===== src/rtl/flash_pkg.sv =====
package flash_pkg;

  typedef enum logic [2:0] {
    OP_OFF    = 3'd0,
    OP_SINGLE = 3'd1,
    OP_BLOCK  = 3'd2,
    OP_SEG    = 3'd3,
    OP_MAIN   = 3'd4,
    OP_ALL    = 3'd5
  } flash_op_e;

  localparam logic [1:0] SEL_OP   = 2'd0;
  localparam logic [1:0] SEL_PROT = 2'd1;
  localparam logic [1:0] SEL_CLR  = 2'd2;

  localparam logic [7:0] ERASED = 8'hFF;

  // programming can only pull bits low
  function automatic logic [7:0] prog_byte(input logic [7:0] old_v, input logic [7:0] new_v);
    return old_v & new_v;
  endfunction

  function automatic int max2(input int a, input int b);
    return (a > b) ? a : b;
  endfunction

endpackage


===== src/rtl/flash_regs.sv =====
module flash_regs
  import flash_pkg::*;
(
  input  logic       clk,
  input  logic       rst_n,
  input  logic       cfg_we,
  input  logic [1:0] cfg_sel,
  input  logic [2:0] cfg_wdata,
  input  logic       viol_set,
  output logic [2:0] mode_o,
  output logic       lock_o,
  output logic       irq_en_o,
  output logic       viol_o,
  output logic       nmi_o
);

  logic [2:0] mode_q;
  logic       lock_q, irq_en_q, viol_q, nmi_q;
  logic       flag_clr;

  assign flag_clr = cfg_we && (cfg_sel == SEL_CLR) && cfg_wdata[0];

  always_ff @(posedge clk or negedge rst_n) begin
    if (!rst_n) begin
      mode_q   <= '0;
      lock_q   <= 1'b0;
      irq_en_q <= 1'b0;
      viol_q   <= 1'b0;
      nmi_q    <= 1'b0;
    end else begin
      if (cfg_we && cfg_sel == SEL_OP) mode_q <= cfg_wdata;
      if (cfg_we && cfg_sel == SEL_PROT) begin
        lock_q   <= cfg_wdata[0];
        irq_en_q <= cfg_wdata[1];
      end
      viol_q <= viol_set | (viol_q & ~flag_clr);
      nmi_q  <= viol_set & irq_en_q;
    end
  end

  assign mode_o   = mode_q;
  assign lock_o   = lock_q;
  assign irq_en_o = irq_en_q;
  assign viol_o   = viol_q;
  assign nmi_o    = nmi_q;

  assert_viol_sticky_R8: assert property (@(posedge clk) disable iff (!rst_n)
    (viol_q && !flag_clr) |=> viol_q);
  assert_set_beats_clear_R8: assert property (@(posedge clk) disable iff (!rst_n)
    viol_set |=> viol_q);
  assert_nmi_gated_R9: assert property (@(posedge clk) disable iff (!rst_n)
    nmi_q |-> (viol_q && $past(irq_en_q)));

endmodule


===== src/rtl/flash_timer.sv =====
module flash_timer #(
  parameter int CW = 7
) (
  input  logic          clk,
  input  logic          rst_n,
  input  logic          load,
  input  logic [CW-1:0] load_val,
  output logic          done,
  output logic          running
);

  logic [CW-1:0] cnt_q;

  always_ff @(posedge clk or negedge rst_n) begin
    if (!rst_n)              cnt_q <= '0;
    else if (load)           cnt_q <= load_val;
    else if (cnt_q != '0)    cnt_q <= cnt_q - CW'(1);
  end

  assign done    = (cnt_q == CW'(1));
  assign running = (cnt_q != '0);

  assert_count_step_R10: assert property (@(posedge clk) disable iff (!rst_n)
    (running && !load) |=> (cnt_q == $past(cnt_q) - CW'(1)));

endmodule


===== src/rtl/flash_seq.sv =====
module flash_seq
  import flash_pkg::*;
#(
  parameter int AW         = 6,
  parameter int INFO_BYTES = 16,
  parameter int T_WR       = 4,
  parameter int T_BLK1     = 6,
  parameter int T_BLK      = 3,
  parameter int T_SEG      = 32,
  parameter int T_MASS     = 64
) (
  input  logic          clk,
  input  logic          rst_n,
  input  logic          fl_we,
  input  logic          fl_re,
  input  logic [AW-1:0] fl_addr,
  input  logic [2:0]    mode_i,
  input  logic          lock_i,
  output logic          busy_o,
  output logic          wait_o,
  output logic          prog_go,
  output logic          seg_go,
  output logic          main_go,
  output logic          all_go,
  output logic          rd_go,
  output logic          viol_set
);

  localparam int TMAX = max2(max2(max2(T_WR, T_BLK1), max2(T_BLK, T_SEG)), T_MASS);
  localparam int CW   = $clog2(TMAX + 1);
  localparam logic [CW-1:0] D_WR   = CW'(T_WR);
  localparam logic [CW-1:0] D_BLK1 = CW'(T_BLK1);
  localparam logic [CW-1:0] D_BLK  = CW'(T_BLK);
  localparam logic [CW-1:0] D_SEG  = CW'(T_SEG);
  localparam logic [CW-1:0] D_MASS = CW'(T_MASS);
  localparam logic [AW-1:0] INFO_L = AW'(INFO_BYTES);

  flash_op_e     op_c;
  logic          busy_q, wait_q, blk_q;
  logic          is_blk, wr_req, wr_bad, wr_ok, rd_bad, in_main;
  logic          start, done, running, blk_exit;
  logic [CW-1:0] dur;

  assign op_c    = flash_op_e'(mode_i);
  assign is_blk  = (op_c == OP_BLOCK);
  assign in_main = (fl_addr >= INFO_L);

  // write legality
  assign wr_req = fl_we & ~lock_i;
  assign wr_bad = wr_req & (busy_q | ~wait_q) & ~(is_blk & wait_q);
  assign wr_ok  = wr_req & ~wr_bad;

  assign rd_bad   = fl_re & busy_q;
  assign rd_go    = fl_re & ~busy_q;
  assign viol_set = wr_bad | rd_bad;

  always_comb begin
    prog_go = 1'b0;
    seg_go  = 1'b0;
    main_go = 1'b0;
    all_go  = 1'b0;
    dur     = D_WR;
    case (op_c)
      OP_SINGLE: begin prog_go = wr_ok; dur = D_WR; end
      OP_BLOCK:  begin prog_go = wr_ok; dur = blk_q ? D_BLK : D_BLK1; end
      OP_SEG:    begin seg_go  = wr_ok; dur = D_SEG; end
      OP_MAIN:   begin main_go = wr_ok & in_main; dur = D_MASS; end
      OP_ALL:    begin all_go  = wr_ok; dur = D_MASS; end
      default:   ;
    endcase
  end

  assign start    = prog_go | seg_go | main_go | all_go;
  assign blk_exit = blk_q & wait_q & ~is_blk;

  flash_timer #(.CW(CW)) u_timer (
    .clk      (clk),
    .rst_n    (rst_n),
    .load     (start),
    .load_val (dur),
    .done     (done),
    .running  (running)
  );

  always_ff @(posedge clk or negedge rst_n) begin
    if (!rst_n) begin
      busy_q <= 1'b0;
      wait_q <= 1'b1;
      blk_q  <= 1'b0;
    end else if (start) begin
      busy_q <= 1'b1;
      if (is_blk) begin
        wait_q <= 1'b0;
        blk_q  <= 1'b1;
      end
    end else if (done) begin
      wait_q <= 1'b1;
      if (!(blk_q && is_blk)) begin
        busy_q <= 1'b0;
        blk_q  <= 1'b0;
      end
    end else if (blk_exit) begin
      busy_q <= 1'b0;
      blk_q  <= 1'b0;
    end
  end

  assign busy_o = busy_q;
  assign wait_o = wait_q;

  assert_lock_quiet_R5: assert property (@(posedge clk) disable iff (!rst_n)
    (fl_we && lock_i) |-> (!start && !wr_bad));
  assert_start_legal_R6: assert property (@(posedge clk) disable iff (!rst_n)
    (start && busy_q) |-> (is_blk && wait_q));
  assert_read_blocked_R7: assert property (@(posedge clk) disable iff (!rst_n)
    (fl_re && busy_q) |=> viol_set || $past(viol_set));
  assert_busy_held_R10: assert property (@(posedge clk) disable iff (!rst_n)
    (running && !done) |=> busy_q);
  assert_wait_implies_busy_R11: assert property (@(posedge clk) disable iff (!rst_n)
    !wait_q |-> busy_q);
  assert_onehot_op_R12: assert property (@(posedge clk) disable iff (!rst_n)
    $onehot0({prog_go, seg_go, main_go, all_go}));

endmodule


===== src/rtl/flash_array.sv =====
module flash_array
  import flash_pkg::*;
#(
  parameter int AW         = 6,
  parameter int SEG_AW     = 3,
  parameter int INFO_BYTES = 16
) (
  input  logic          clk,
  input  logic          rst_n,
  input  logic          prog_go,
  input  logic          seg_go,
  input  logic          main_go,
  input  logic          all_go,
  input  logic          rd_go,
  input  logic          word,
  input  logic [AW-1:0] addr,
  input  logic [15:0]   wdata,
  output logic [15:0]   rdata
);

  localparam int NB = 1 << AW;
  localparam logic [AW-1:0] INFO_L = AW'(INFO_BYTES);

  logic [7:0]    mem_q [NB];
  logic [7:0]    mem_d [NB];
  logic [AW-1:0] addr_hi;
  logic [7:0]    old_lo, old_hi;
  logic [15:0]   rdata_q;

  assign addr_hi = addr + AW'(1);
  assign old_lo  = mem_q[addr];
  assign old_hi  = mem_q[addr_hi];

  always_comb begin
    for (int i = 0; i < NB; i++) begin
      logic [AW-1:0] idx;
      idx      = AW'(i);
      mem_d[i] = mem_q[i];
      if (all_go)
        mem_d[i] = ERASED;
      else if (main_go && idx >= INFO_L)
        mem_d[i] = ERASED;
      else if (seg_go && idx[AW-1:SEG_AW] == addr[AW-1:SEG_AW])
        mem_d[i] = ERASED;
      else if (prog_go && idx == addr)
        mem_d[i] = prog_byte(mem_q[i], wdata[7:0]);
      else if (prog_go && word && idx == addr_hi)
        mem_d[i] = prog_byte(mem_q[i], wdata[15:8]);
    end
  end

  always_ff @(posedge clk or negedge rst_n) begin
    if (!rst_n) begin
      for (int i = 0; i < NB; i++) mem_q[i] <= ERASED;
      rdata_q <= '0;
    end else begin
      for (int i = 0; i < NB; i++) mem_q[i] <= mem_d[i];
      if (rd_go) rdata_q <= {old_hi, old_lo};
    end
  end

  assign rdata = rdata_q;

  assert_prog_clears_only_R1: assert property (@(posedge clk) disable iff (!rst_n)
    prog_go |=> ((mem_q[$past(addr)] & ~$past(old_lo)) == 8'h00));
  assert_seg_erased_R2: assert property (@(posedge clk) disable iff (!rst_n)
    seg_go |=> (mem_q[$past(addr)] == ERASED));
  assert_all_erased_R4: assert property (@(posedge clk) disable iff (!rst_n)
    all_go |=> (mem_q[0] == ERASED && mem_q[NB-1] == ERASED));

endmodule


===== src/rtl/flash_ctrl.sv =====
module flash_ctrl
  import flash_pkg::*;
#(
  parameter int AW         = 6,
  parameter int SEG_AW     = 3,
  parameter int INFO_BYTES = 16,
  parameter int T_WR       = 4,
  parameter int T_BLK1     = 6,
  parameter int T_BLK      = 3,
  parameter int T_SEG      = 32,
  parameter int T_MASS     = 64
) (
  input  logic          clk,
  input  logic          rst_n,
  input  logic          cfg_we,
  input  logic [1:0]    cfg_sel,
  input  logic [2:0]    cfg_wdata,
  input  logic          fl_we,
  input  logic          fl_re,
  input  logic          fl_word,
  input  logic [AW-1:0] fl_addr,
  input  logic [15:0]   fl_wdata,
  output logic [15:0]   fl_rdata,
  output logic          busy,
  output logic          wr_wait,
  output logic          viol_flag,
  output logic          nmi_req
);

  logic [2:0] mode_w;
  logic       lock_w, irq_en_w, viol_set_w;
  logic       prog_go_w, seg_go_w, main_go_w, all_go_w, rd_go_w;

  flash_regs u_regs (
    .clk      (clk),
    .rst_n    (rst_n),
    .cfg_we   (cfg_we),
    .cfg_sel  (cfg_sel),
    .cfg_wdata(cfg_wdata),
    .viol_set (viol_set_w),
    .mode_o   (mode_w),
    .lock_o   (lock_w),
    .irq_en_o (irq_en_w),
    .viol_o   (viol_flag),
    .nmi_o    (nmi_req)
  );

  flash_seq #(
    .AW(AW), .INFO_BYTES(INFO_BYTES), .T_WR(T_WR), .T_BLK1(T_BLK1),
    .T_BLK(T_BLK), .T_SEG(T_SEG), .T_MASS(T_MASS)
  ) u_seq (
    .clk     (clk),
    .rst_n   (rst_n),
    .fl_we   (fl_we),
    .fl_re   (fl_re),
    .fl_addr (fl_addr),
    .mode_i  (mode_w),
    .lock_i  (lock_w),
    .busy_o  (busy),
    .wait_o  (wr_wait),
    .prog_go (prog_go_w),
    .seg_go  (seg_go_w),
    .main_go (main_go_w),
    .all_go  (all_go_w),
    .rd_go   (rd_go_w),
    .viol_set(viol_set_w)
  );

  flash_array #(.AW(AW), .SEG_AW(SEG_AW), .INFO_BYTES(INFO_BYTES)) u_array (
    .clk    (clk),
    .rst_n  (rst_n),
    .prog_go(prog_go_w),
    .seg_go (seg_go_w),
    .main_go(main_go_w),
    .all_go (all_go_w),
    .rd_go  (rd_go_w),
    .word   (fl_word),
    .addr   (fl_addr),
    .wdata  (fl_wdata),
    .rdata  (fl_rdata)
  );

  assert_nmi_needs_enable_R9: assert property (@(posedge clk) disable iff (!rst_n)
    nmi_req |-> $past(irq_en_w));

endmodule


===== config.mk =====
export PLATFORM = sky130hd
export DESIGN_NAME = flash_ctrl
export DESIGN_NICKNAME = d
export VERILOG_FILES = /design/src/rtl/flash_pkg.sv /design/src/rtl/flash_regs.sv /design/src/rtl/flash_timer.sv /design/src/rtl/flash_seq.sv /design/src/rtl/flash_array.sv /design/src/rtl/flash_ctrl.sv
export SDC_FILE = /design/constraint.sdc
export NUM_CORES = 2
export LEC_CHECK = 0
export BUFFER_PORTS_ARGS = -buffer_cell sky130_fd_sc_hd__clkbuf_2
export CORE_ASPECT_RATIO = 1.4
export CORE_UTILIZATION = 37
export DETAILED_ROUTE_END_ITERATION = 8
export PLACE_DENSITY_LB_ADDON = 0.05
export SLEW_MARGIN = 20
export SYNTH_ARGS = -nofsm -noshare
export SYNTH_HDL_FRONTEND = slang
export SYNTH_HIERARCHICAL = 1
export SYNTH_SLANG_ARGS = --single-unit
export TNS_END_PERCENT = 10

===== constraint.sdc =====
create_clock -name clk -period 3.2 [get_ports clk]
set_input_delay 0.48 -clock clk [delete_from_list [all_inputs] [get_ports clk]]
set_output_delay 0.48 -clock clk [all_outputs]
set_load 0.02 [all_outputs]

-- After elaboration in Yosys (flattened, before gate mapping)
Cells that the tools add are included.
- bits in registers: 545
- logic and storage cells: 923
- input bits: 33
- mux-type cells: 327
- $add $sub $neg: 2
- equality and inequality tests: 143
- magnitude comparators: 3
- reduce and logical (&&, ||, !) cells: 219
- bitwise logic cells: 155
- operators by type and width (cell ; number):
    2-to-1 mux 8 bit ; 308
    AND 8 bit ; 128
    equality test 6 bit, first input constant ; 64
    nonzero test 5 bit ; 48
    equality test 5 x 6 -> 1 bit, first input constant ; 32
    logical AND 1 bit ; 142
    binary-select mux 8 bit (select 6 bit) ; 2
    equality test 4 x 6 -> 1 bit, first input constant ; 16
    nonzero test 4 bit ; 16
    equality test 3 x 6 -> 1 bit, first input constant ; 8
    equality test 2 x 6 -> 1 bit, first input constant ; 4
    one-hot mux 7 bit (3 select lines) ; 1
    greater-or-equal comparator 7 bit, second input constant ; 2
    2-to-1 mux 7 bit ; 2
    NOT 6 -> 7 bit ; 2
    2-to-1 mux 1 bit ; 13
    AND 1 bit ; 12
    equality test 1 x 6 -> 1 bit, first input constant ; 2
    equality test 3 bit, first input constant ; 4
    logical NOT 6 bit ; 2
    equality test 7 x 1 -> 1 bit, second input constant ; 1
    NOT 1 bit ; 7
    nonzero test 7 bit ; 1
    subtractor 7 x 1 -> 7 bit, second input constant ; 1
    other kinds (20) ; 31

-- Longest topological paths before layout
- word-level depth: 14
- mapped depth: 16

-- By module
Netlist, hierarchy kept.
- modules (own cells, without submodules) (module ; seq. area each (um^2) ; cells an instance ; area an instance (um^2) ; instances):
    flash_array ; 13853.3 ; 2743 ; 31482.7 ; 1
    flash_timer ; 175.2 ; 53 ; 460.4 ; 1
    flash_seq ; 76.3 ; 42 ; 324.1 ; 1
    flash_regs ; 175.2 ; 17 ; 280.3 ; 1

-- Least setup slack after synthesis
OpenSTA, ideal clock, no wires.
- path kind: input to register
- from: in fl_addr[0]
- to: reg u_array.rdata_q[9] (netlist: u_array/rdata[9])
- data required time: 3.059 ns
- setup time: 0.141 ns
- cell stages on the path: 14
- slack: -0.553 ns
- arrival time: 3.612 ns
- path through: buf_6 buf_6 buf_4 buf_2 inv_1 buf_2 ha_1 buf_4 buf_2 buf_1 mux4_2 mux4_2 a21oi_1 a31oi_1
- cells in the longest elaborated chain, start to end: 5
- ends and longest elaborated chain (what ; line ; RTL):
    from (decl) ; flash_ctrl.sv:21 ; input logic [AW-1:0] fl_addr,
    adder 6 x 1 -> 6 bit ; flash_array.sv:30 ; assign addr_hi = addr + AW'(1);
    NOT 6 -> 7 bit (not written as such) ; flash_array.sv:32 ; assign old_hi = mem_q[addr_hi];
    binary-select mux 8 bit (select 6 bit) ; flash_array.sv:32 ;
    2-to-1 mux 8 bit (not written as such) (2 in series) ; flash_array.sv:32 ;
    to (signal assigned) ; flash_array.sv:58 ; if (rd_go) rdata_q <= {old_hi, old_lo};
    to (decl) ; flash_array.sv:28 ; logic [15:0] rdata_q;
Every way passes these cells. The select of a mux whose other input is x is not followed.
A chain may end at the register's enable or synchronous reset.

-- Worst setup path in the final report
- from: reg u_seq.wait_q (netlist: u_seq/wait_o)
- to: reg u_array/mem_q[218] (netlist name)
- cells in the longest elaborated chain, start to end: 12
- ends and longest elaborated chain (what ; line ; RTL):
    from (decl) ; flash_seq.sv:39 ; logic busy_q, wait_q, blk_q;
    from (signal assigned) ; flash_seq.sv:88 ; wait_q <= 1'b1;
    from (signal assigned) ; flash_seq.sv:93 ; wait_q <= 1'b0;
    from (signal assigned) ; flash_seq.sv:97 ; wait_q <= 1'b1;
    NOT 1 bit ; flash_seq.sv:50 ; assign wr_bad = wr_req & (busy_q | ~wait_q) & ~(is_blk & wait_q);
    bitwise OR 1 bit ; flash_seq.sv:50 ;
    AND 1 bit ; flash_seq.sv:50 ;
    AND 1 bit (*) ; flash_seq.sv:50 ;
    NOT 1 bit (*) ; flash_seq.sv:51 ; assign wr_ok = wr_req & ~wr_bad;
    AND 1 bit (*) ; flash_seq.sv:51 ;
    2-to-1 mux 1 bit (*) ; flash_seq.sv:63 ; case (op_c)
    via prog_go_w ; flash_ctrl.sv:32 ; logic prog_go_w, seg_go_w, main_go_w, all_go_w, rd_go_w;
    logical AND 1 bit ; flash_array.sv:45 ; else if (prog_go && idx == addr)
    2-to-1 mux 8 bit ; flash_array.sv:45 ;
    2-to-1 mux 8 bit ; flash_array.sv:43 ; else if (seg_go && idx[AW-1:SEG_AW] == addr[AW-1:SEG_AW])
    2-to-1 mux 8 bit ; flash_array.sv:41 ; else if (main_go && idx >= INFO_L)
    2-to-1 mux 8 bit ; flash_array.sv:39 ; if (all_go)
    to (decl) ; flash_array.sv:24 ; logic [7:0] mem_q [NB];
The timed path passes the listed nets; every way through them passes the cells marked *.

==> reports/qor.csv <==
stage;metric;value;unit
run_status;status;finished, final reports clean;
critical_path;worstSetupPathType;flop to flop;
critical_path;worstSetupEndpoint;u_array/mem_q[218]$_DFFE_PN1P_;
route;routed-via-count;28500;
route;drt-initial-drc-count;3203;
route;avgViaCountPerCell;6.75;
floorplanning;starting_density_of_the_core;37.4;%
place;gp_congestion;0.920;
timing;setup_viol;0;
cells_and_area;antenna_cells;0;
power_and_ir_drop;worst_ir_drop_vdd;416;uV
yosys;synthCells;2854;
floorplanning;die_footprint;0.0892;mm^2
cells_and_area;stdcell_area;0.0381;mm^2
timing;max_frequency;337;MHz
timing;timing.hold.ws;0.0742;ns
cells_and_area;layout-area-overhead-vs-synth;17.1;%
power_and_ir_drop;p_seq_share;43.8;%
power_and_ir_drop;total_switching_power;4.38;mW
place;dp_slack;-0.347;ns
worst_hold_path;holdCritPathClass;primary input to flop;
critical_path;critical_register_to_register_path_endpoint;u_array/mem_q[218]$_DFFE_PN1P_;
floorplanning;boundaryPins;53;
critical_path;reg2regPathDepth;10;
timing;slew_violations;0;
route;route.antenna.remaining_nets;0;
clocking;cts-buffers-inserted;61;
power_and_ir_drop;combinationalPowerShare;10.7;%
clocking;cts-root-to-sink-buffers;3;
timing;tightest_slew;1.05;ns
place;place_area;0.0361;mm^2
critical_path;timing.critical_path.from_type;flop;
global_routing;gr-total-overflow;0;
clocking;numClockSinks;545;
clocking;clk_latency_worst_skew_pair;0.68;ns
cells_and_area;layout_utilization;43.7;%
critical_path;crit_path_end_kind;flop;
critical_path;timing.critical_path.fanout_max;10;
route;routed_wire_length;143000;um
clocking;clk_transition_reported_paths;0.06;ns
floorplanning;die_width;253;um
global_routing;grt_start_max_net_pins;73;
power_and_ir_drop;p_leak;15.9;nW
route;post-route-drc-count;0;
yosys;mapped_avg_cell_area;11.4;um^2
critical_path;cp.required;3.78;ns
floorplanning;core_area;0.0871;mm^2
timing;fin_crit_period;2.96;ns
power_and_ir_drop;power-per-cell-area;419;mW/mm^2
floorplanning;floorplan.rows;128;
timing;timing.slew.headroom;29.0;%
clocking;cts-root-buf;clkbuf_16;
yosys;mappedNetlistArea;0.0325;mm^2
critical_path;critical_path_arrival;3.54;ns
clocking;h_tree_depth_reported_by_cts;2;
place;dp_cells;4107;
clocking;clock_tree_from_tritoncts;done;
cells_and_area;layout.cells.non_filler;4220;
global_routing;antenna_found_initial;3;
critical_path;crit_path_start;u_seq/wait_o$_DFFE_PN1P_;
route;drt_first_pass_iters;6;
place;io_buffer_count;52;
critical_path;rr_startpoint;u_seq/wait_o$_DFFE_PN1P_;
timing;timing.final.hold_violations;0;
yosys;synth_warnings;6;
timing;setup_total_negative_slack;0;ns
cells_and_area;nNetsFinal;3043;
cells_and_area;layout-drive-gt1-share;43.5;%
worst_hold_path;min_path_cells;2;
power_and_ir_drop;cellInternalPower;11.6;mW
route;wire_per_inst;34.0;um
power_and_ir_drop;clock_power_share;45.5;%
floorplanning;die_h;353;um
global_routing;grt_pass1_vias;28400;
job;cap_viol_max_count;0;
clocking;post_cts_buffers;0;
timing;fin_crit_sh;92.6;%
power_and_ir_drop;design_power_total;16.0;mW
timing;final_setup_margin;0.237;ns
timing;worst_clock_skew_on_the_final_layout;0.0391;ns
global_routing;grt.total_usage;32.1;%
power_and_ir_drop;swShare;27.4;%
place;post-dp-hpwl;98900;um
critical_path;r2r_slack;0.24;ns
global_routing;global_route_wire_length_before_repair;209000;um
timing;unrepaired_setup_endpoints_after_global_routing;no;
area by class of cell:
type                            count  area, um^2
Inverter                           15        56.3
Clock inverter                     21         218
Tap cell                         1170        1460
Fill cell                        8266       49000
Sequential cell                   545       14300
Timing Repair Buffer              386        3260
Clock buffer                       91        1810
Multi-Input combinational cell   1992       17000
routing by layer:
metal  track usage (%)  up-vias  share of wire (%)
met5                 0        -              0.028
met4              13.9        6                5.0
met3              4.45      306                6.7
met2              53.3     1504                 49
met1              41.8    15100                 39
li1                  -    11600                  -
power by group through the flow:
stage | Combinational, mW | Sequential, mW | Clock [mW]
floorplan | 0.862 | 7.09 | 0
finish | 1.71 | 6.99 | 7.28
global route | 1.78 | 6.99 | 7.65
detailed placement | 1.70 | 7.09 | 0
CTS | 1.70 | 6.99 | 7.45
global placement | 1.69 | 7.09 | 0
worst max-delay path: stages (launching register included):
cell      delay (ns)
dfstp_2         0.60
nand3b_2        0.16
a211oi_2        0.24
buf_4           0.27
nand3_1         0.30
nor3_2          0.52
buf_4           0.24
nand3_1         0.08
buf_4           0.19
o221ai_1        0.17
nand2_1         0.09
worst min-delay path by stage:
stage / start / end / slack [ns]
floorplan: rst_n / u_array/rdata[0]$_DFFE_PN0P_ / 0.18
global placement: u_regs/viol_o$_DFF_PN0_ / u_regs/viol_o$_DFF_PN0_ / 0.46
detailed placement: u_regs/viol_o$_DFF_PN0_ / u_regs/viol_o$_DFF_PN0_ / 0.47
CTS: cfg_wdata[1] / u_regs/irq_en_o$_DFFE_PN0P_ / 0.04
global route: cfg_wdata[1] / u_regs/irq_en_o$_DFFE_PN0P_ / 0.06
finish: cfg_wdata[2] / u_regs/mode_o[2]$_DFFE_PN0P_ / 0.07
placed cells by master, fill, tap and decap left out, types with 17 or more instances in the layout:
cell and n:
nor3_1 17, a31oi_1 17, o221ai_1 425, clkbuf_16 61, buf_12 37, nand4_1 27, mux4_2 269, nor2_1 62
o21ai_0 128, buf_4 297, a21oi_1 32, a21o_1 37, clkbuf_8 18, mux2i_1 69, nand3_1 137, dfrtp_1 32
nand2_1 537, nor2b_1 18, clkbuf_2 47, dfstp_2 513
sequential cells by signal, summed over array words and instances, names as in the netlist:
register             count
u_regs/nmi_o             1
u_seq/u_timer/cnt_q      7
u_array/rdata           16
u_seq/blk_q              1
u_regs/viol_o            1
u_regs/mode_o            3
u_regs/lock_o            1
u_regs/irq_en_o          1
u_seq/busy_o             1
u_array/mem_q          512
u_seq/wait_o             1
timing repair:
item / 4_1_cts / 5_1_grt
hold endpoints to repair: 9 / 0
setup endpoints to repair: 0 / 22
resized for setup: 0 / 1
hold buffers: 1 / 0
Power figures use the tool's default switching activity.
